### src/rtl/fs_pkg.sv
package fs_pkg;

  typedef enum logic [1:0] {
    FS_IDLE = 2'd0,
    FS_DATA = 2'd1,
    FS_ACK  = 2'd2
  } fs_state_e;

  // Length field to data bit count: zero encodes a full word.
  function automatic int unsigned fs_len(input int unsigned field, input int unsigned word_w);
    return (field == 0) ? word_w : field;
  endfunction

endpackage

### src/rtl/fs_mode_reg.sv
module fs_mode_reg #(
  parameter int MODE_W    = 8,
  parameter int ORDER_BIT = 7,
  parameter int CNT_W     = 3
) (
  input  logic              clk,
  input  logic              rst_n,
  input  logic              if_en,
  input  logic              wr,
  input  logic [MODE_W-1:0] wdata,
  output logic [MODE_W-1:0] rdata,
  output logic              order_lsb,
  output logic [CNT_W-1:0]  len_field
);

  logic [MODE_W-1:0] mode_q;
  logic              wr_accept;

  assign wr_accept = wr & if_en;

  always_ff @(posedge clk) begin
    if (!rst_n)         mode_q <= '0;
    else if (wr_accept) mode_q <= wdata;
  end

  assign rdata     = if_en ? mode_q : '0;
  assign order_lsb = mode_q[ORDER_BIT];
  assign len_field = mode_q[CNT_W-1:0];

  AST_MODE_LOCKED: assert property (@(posedge clk) disable iff (!rst_n)
    (wr && !if_en) |=> $stable(mode_q));

endmodule

### src/rtl/fs_ctrl.sv
module fs_ctrl #(
  parameter int DATA_W = 8,
  parameter int CNT_W  = 3
) (
  input  logic                clk,
  input  logic                rst_n,
  input  logic                start,
  input  logic                shift_stb,
  input  logic [CNT_W-1:0]    len_field,
  output fs_pkg::fs_state_e   state,
  output logic                load_evt,
  output logic                shift_evt,
  output logic                last_evt,
  output logic                ack_evt,
  output logic                done
);
  import fs_pkg::*;

  localparam int LEN_W = CNT_W + 1;

  fs_state_e  state_q;
  logic [LEN_W-1:0] bits_left;

  assign load_evt  = (state_q == FS_IDLE) && start;
  assign shift_evt = (state_q == FS_DATA) && shift_stb;
  assign last_evt  = shift_evt && (bits_left == LEN_W'(1));
  assign ack_evt   = (state_q == FS_ACK) && shift_stb;

  always_ff @(posedge clk) begin
    if (!rst_n) begin
      state_q   <= FS_IDLE;
      bits_left <= '0;
      done      <= 1'b0;
    end else begin
      done <= last_evt;
      unique case (state_q)
        FS_IDLE: if (load_evt) begin
          state_q   <= FS_DATA;
          bits_left <= LEN_W'(fs_len(32'(len_field), 32'(DATA_W)));
        end
        FS_DATA: if (shift_evt) begin
          bits_left <= bits_left - LEN_W'(1);
          if (last_evt) state_q <= FS_ACK;
        end
        FS_ACK: if (ack_evt) state_q <= FS_IDLE;
        default: state_q <= FS_IDLE;
      endcase
    end
  end

  assign state = state_q;

  AST_DONE_PULSE: assert property (@(posedge clk) disable iff (!rst_n)
    done |=> !done);
  AST_DONE_IN_ACK: assert property (@(posedge clk) disable iff (!rst_n)
    done |-> (state_q == FS_ACK));
  AST_LEFT_RANGE: assert property (@(posedge clk) disable iff (!rst_n)
    (state_q == FS_DATA) |-> (bits_left >= LEN_W'(1) && bits_left <= LEN_W'(DATA_W)));
  AST_START_IGNORED: assert property (@(posedge clk) disable iff (!rst_n)
    ((state_q == FS_DATA) && start && !shift_stb) |=> ($stable(bits_left) && state_q == FS_DATA));

endmodule

### src/rtl/fs_shifter.sv
module fs_shifter #(
  parameter int DATA_W = 8
) (
  input  logic              clk,
  input  logic              rst_n,
  input  logic              load,
  input  logic              shift,
  input  logic              last,
  input  logic              ack,
  input  logic              data_phase,
  input  logic              order_lsb,
  input  logic [DATA_W-1:0] tx_word,
  input  logic              sda_in,
  output logic              sda_out,
  output logic [DATA_W-1:0] rx_word,
  output logic              ack_bit
);

  // One shift step: the line bit leaves at the sending end, the sampled bit
  // enters at the opposite end, so short frames justify themselves.
  function automatic logic [DATA_W-1:0] step(input logic [DATA_W-1:0] s,
                                             input logic b, input logic lsb);
    return lsb ? {b, s[DATA_W-1:1]} : {s[DATA_W-2:0], b};
  endfunction

  logic [DATA_W-1:0] sh_q;
  logic [DATA_W-1:0] sh_next;
  logic              lsb_q;

  assign sh_next = step(sh_q, sda_in, lsb_q);

  always_ff @(posedge clk) begin
    if (!rst_n) begin
      sh_q    <= '0;
      lsb_q   <= 1'b0;
      rx_word <= '0;
      ack_bit <= 1'b0;
    end else begin
      if (load) begin
        sh_q  <= tx_word;
        lsb_q <= order_lsb;
      end else if (shift) begin
        sh_q <= sh_next;
      end
      if (last) rx_word <= sh_next;
      if (ack)  ack_bit <= sda_in;
    end
  end

  assign sda_out = data_phase ? (lsb_q ? sh_q[0] : sh_q[DATA_W-1]) : 1'b1;

  AST_SH_HOLD: assert property (@(posedge clk) disable iff (!rst_n)
    (!load && !shift) |=> $stable(sh_q));
  AST_RX_HOLD: assert property (@(posedge clk) disable iff (!rst_n)
    !last |=> $stable(rx_word));
  AST_IDLE_LINE: assert property (@(posedge clk) disable iff (!rst_n)
    !data_phase |-> sda_out);

endmodule

### src/rtl/frame_shifter.sv
module frame_shifter #(
  parameter int DATA_W    = 8,
  parameter int MODE_W    = 8,
  parameter int ORDER_BIT = 7
) (
  input  logic              clk,
  input  logic              rst_n,
  input  logic              if_en,
  input  logic              mode_wr,
  input  logic [MODE_W-1:0] mode_wdata,
  output logic [MODE_W-1:0] mode_rdata,
  input  logic              tx_wr,
  input  logic [DATA_W-1:0] tx_wdata,
  output logic [DATA_W-1:0] rx_rdata,
  input  logic              start,
  input  logic              shift_stb,
  input  logic              sda_in,
  output logic              sda_out,
  output logic              busy,
  output logic              ack_slot,
  output logic              done,
  output logic              ack_seen
);
  import fs_pkg::*;

  localparam int CNT_W = $clog2(DATA_W);

  logic              order_lsb;
  logic [CNT_W-1:0]  len_field;
  logic [DATA_W-1:0] tx_q;
  fs_state_e         state;
  logic              load_evt, shift_evt, last_evt, ack_evt;

  fs_mode_reg #(.MODE_W(MODE_W), .ORDER_BIT(ORDER_BIT), .CNT_W(CNT_W)) u_mode (
    .clk(clk), .rst_n(rst_n), .if_en(if_en), .wr(mode_wr), .wdata(mode_wdata),
    .rdata(mode_rdata), .order_lsb(order_lsb), .len_field(len_field)
  );

  always_ff @(posedge clk) begin
    if (!rst_n)     tx_q <= '0;
    else if (tx_wr) tx_q <= tx_wdata;
  end

  fs_ctrl #(.DATA_W(DATA_W), .CNT_W(CNT_W)) u_ctrl (
    .clk(clk), .rst_n(rst_n), .start(start), .shift_stb(shift_stb),
    .len_field(len_field), .state(state), .load_evt(load_evt),
    .shift_evt(shift_evt), .last_evt(last_evt), .ack_evt(ack_evt), .done(done)
  );

  fs_shifter #(.DATA_W(DATA_W)) u_shift (
    .clk(clk), .rst_n(rst_n), .load(load_evt), .shift(shift_evt),
    .last(last_evt), .ack(ack_evt), .data_phase(state == FS_DATA),
    .order_lsb(order_lsb), .tx_word(tx_q), .sda_in(sda_in),
    .sda_out(sda_out), .rx_word(rx_rdata), .ack_bit(ack_seen)
  );

  assign busy     = (state != FS_IDLE);
  assign ack_slot = (state == FS_ACK);

  AST_ACK_ENDS: assert property (@(posedge clk) disable iff (!rst_n)
    (ack_slot && shift_stb) |=> !busy);
  AST_IDLE_STB: assert property (@(posedge clk) disable iff (!rst_n)
    (!busy && !start) |=> !busy);

endmodule

### config.mk
export PLATFORM = sky130hd
export DESIGN_NAME = frame_shifter
export DESIGN_NICKNAME = d
export VERILOG_FILES = /design/src/rtl/fs_pkg.sv /design/src/rtl/fs_mode_reg.sv /design/src/rtl/fs_ctrl.sv /design/src/rtl/fs_shifter.sv /design/src/rtl/frame_shifter.sv
export SDC_FILE = /design/constraint.sdc
export NUM_CORES = 1
export LEC_CHECK = 0
export BUFFER_PORTS_ARGS = -buffer_cell sky130_fd_sc_hd__clkbuf_2
export CELL_PAD_IN_SITES_DETAIL_PLACEMENT = 2
export CELL_PAD_IN_SITES_GLOBAL_PLACEMENT = 2
export CORE_MARGIN = 2
export CORE_UTILIZATION = 32
export CTS_CLUSTER_DIAMETER = 40
export DETAILED_ROUTE_END_ITERATION = 16
export PLACE_DENSITY = 0.88
export SETUP_SLACK_MARGIN = 0.2
export SYNTH_ARGS = -nofsm -noshare
export SYNTH_HDL_FRONTEND = slang
export SYNTH_SLANG_ARGS = --single-unit
export TNS_END_PERCENT = 10
### constraint.sdc
create_clock -name clk -period 1.7 [get_ports clk]
set_input_delay 0.085 -clock clk [delete_from_list [all_inputs] [get_ports clk]]
set_output_delay 0.085 -clock clk [all_outputs]
set_load 0.005 [all_outputs]
==> summary.md <==
| Metric | Value |
|---|---|
| RSZ-0062 raised after global routing | true |
| Syn nets | 237 |
| Post-route DRC | 0 |
| Finished Layout Cells | 337 |
| Vias | 1750 |
| Vias per Instance | 5.19 |
| Chip width | 82.2 um |
| GP Congestion | 0.795 |
| Relative slew slack | 66.8% |
| Pin count of the biggest net entering global routing | 18 |
| Area of the die | 6760 um^2 |
| Count leader, synth | dfxtp_1 |
| Synth Cell Area | 1960 um^2 |
| Drt pass-1 iters | 4 |
| Netlist cell types | 38 |
| Hold Crit Start | mode_wdata[0] |
| Setup-failing EPs final | 0 |
| Area share of the largest cell type after synthesis | 41.9% |
| Clk_lat worst skew | 0.31 ns |
| DIE HEIGHT | 82.2 um |
| First-pass GRT wire length | 9520 um |
| Post-DP HPWL | 4260 um |
| Clock buffer depth | 2 |
| Yosys top cell by area | dfxtp_1 |
| Antenna viol nets, final | 0 |
| TritonCTS Sinks | 41 |
| IO Pins | 45 |
| Worst Path Max Fanout | 5 |
| Register area share after synthesis | 41.9% |
| Row count | 28 |
| Max Clock Freq | 0.655 GHz |
| Seq cells post-synth | 41 |
| Power density over the cells | 897 nW/um^2 |
| Final wirelength | 6250 um |
| Setup TNS | 0 ns |
| Core Footprint | 5920 um^2 |
| Crit start category | flip-flop |
| Inserted Clock Buffers | 5 |
| Share of layout cells above drive strength 1 | 37.4% |
| Tmin final | 1.53 ns |
| Max-cap violations | 0 |
| Period utilization | 89.9% |
| Top cells by area, synth | dfxtp_1 42%, mux2i_1 11%, mux2_2 5.2% |
| Clk_skew | 0.00717 ns |
| PortBufs | 44 |
| Initial drt markers | 69 |
| Clock root cell | clkbuf_8 |
| Area delta synth->final | 28.3% |
| Crit. End Element | flip-flop |
| Static leakage | 1.03 nW |
| Vias in the first global route | 1884 |
| Tot GR Track Use | 18.7% |
| Tightest Pin Transition | 0.484 ns |
| H-tree depth | 2 |
| # hold bufs at CTS | 0 |
| Critical setup path kind | flip-flop to flip-flop |
| CP startpoint | u_ctrl.bits_left[1] |
| Reg2reg start | u_ctrl.bits_left[1] |
| Post-synth top cells | 41 x dfxtp_1, 21 x mux2i_1, 19 x nand2_1, 18 x a21oi_1, 13 x nor2_1 |
| Ant diodes | 0 |
| Layout Nets | 287 |
| Critical path arrival | 1.71 ns |
| Ys Warns | 0 |
| Starting density of the core | 33.1% |
| Fin worst setup slack | 0.172 ns |
| Place WS | 0.0970 ns |
| Clock transition at the registers of the reported paths | 0.08 ns |
| Gate Count Post-Synth | 211 |
| CTS tree | built |
| Synth async-reset ratio | 0% |
| Predominant post-synthesis flop cell | dfxtp_1 |
| WP data required | 1.89 ns |
| Grt total ovfl | 0 |
| WL per Instance | 18.6 um |
| Final Slew Violations | 0 |
| Placed Instances | 323 |
| Fin. Hold Viols | 0 |
| Post-synth EDFFs | 0 |
| Max rail drop VDD | 0.373 mV |
| Antenna violations before repair | 0 |
| Outcome | finished, final reports clean |
| Worst hold-check path type | input port to flip-flop |
| Syn Area/Cell | 9.27 um^2 |
[stage by stage]
step	power, mW	instance area [um^2]	hold WS [ns]	util, %
detailed placement	1.38	2250	0.333	38.0
finish	2.25	2510	0.00915	42.4
global placement	1.36	2250	0.320	38.0
floorplan	1.27	1960	0.229	-
global route	2.35	2510	0.0263	42.4
CTS	2.24	2450	0.0103	41.3
[where the power goes]
| group | switching [mW] | total (mW) | internal, mW |
|---|---|---|---|
| Clock | 0.360 | 0.839 | 0.479 |
| Sequential | 0.0444 | 1.05 | 1.00 |
| Combinational | 0.205 | 0.366 | 0.161 |
[routing by layer]
metal	part of all wire (%)	track usage (%)	wire length, um	vias to the layer above
met5	0	0	0	-
met4	1.8	6.17	111	0
met3	2.6	3.15	161	7
met2	53	34.4	3290	28
met1	43	21.8	2690	867
li1	-	-	-	848
[worst max-delay path: stages (launching register included)]
cell and delay [ns]:
dfxtp_2 0.33, inv_2 0.08, ha_4 0.13, or4b_4 0.49
buf_6 0.16, o21ai_2 0.13, a21oi_1 0.08
[timing repair]
item,CTS,global route
endpoints found under the setup margin,11,16
pin swaps,2,6
setup buffers,2,3
gates resized for setup,17,10
cloned,1,0
[worst paths after layout]
path / to / slack [ns] / cells past startpoint
setup reg to reg: u_ctrl.state[0] / 0.17 / 6
setup / recovery: u_ctrl.state[0] / 0.17 / 6
hold / removal: u_mode.mode_q[0] / 0.009 / 3
hold reg to reg: u_mode.mode_q[5] / 0.46 / 2
[area by class of cell]
type,instances,area (um^2)
Fill cell,670,3410
Sequential cell,41,832
Timing Repair Buffer,57,342
Clock buffer,7,86.3
Multi-Input combinational cell,149,1100
Tap cell,75,93.8
Inverter,7,26.3
Clock inverter,1,30.0
[kinds of logic after synthesis]
logic type | after synthesis | synth area share, %
buf+inv | 21 | 5.88
compound gates | 39 | 12.2
mux | 30 | 15.9
flops | 41 | 41.9
fa+ha+maj | 2 | 1.28
simple gates | 78 | 22.8
[flip-flops by register name (all words and copies together), names as in the netlist]
name              count
u_shift.ack_bit       1
tx_q                  8
u_shift.rx_word       8
u_mode.mode_q         8
u_ctrl.bits_left      4
u_ctrl.state          2
u_shift.lsb_q         1
u_shift.sh_q          8
u_ctrl.done           1
[cell usage in the layout (no fill, tap or decap), types with 2 or more instances in the layout]
cell type	n
dfxtp_1	36
nand3b_1	2
inv_1	6
o22ai_1	8
dfxtp_2	3
nand2_1	19
mux2i_1	21
buf_4	10
nor2_1	13
a21oi_1	18
and2b_2	2
nand3_1	9
mux2_2	9
nor3_1	6
o211ai_1	2
clkbuf_2	44
nor3_2	6
nor3_4	6
clkbuf_8	6
dfxtp_4	2
and2_1	9
a2111oi_0	2
No activity file was read; power rests on OpenSTA's default activity.
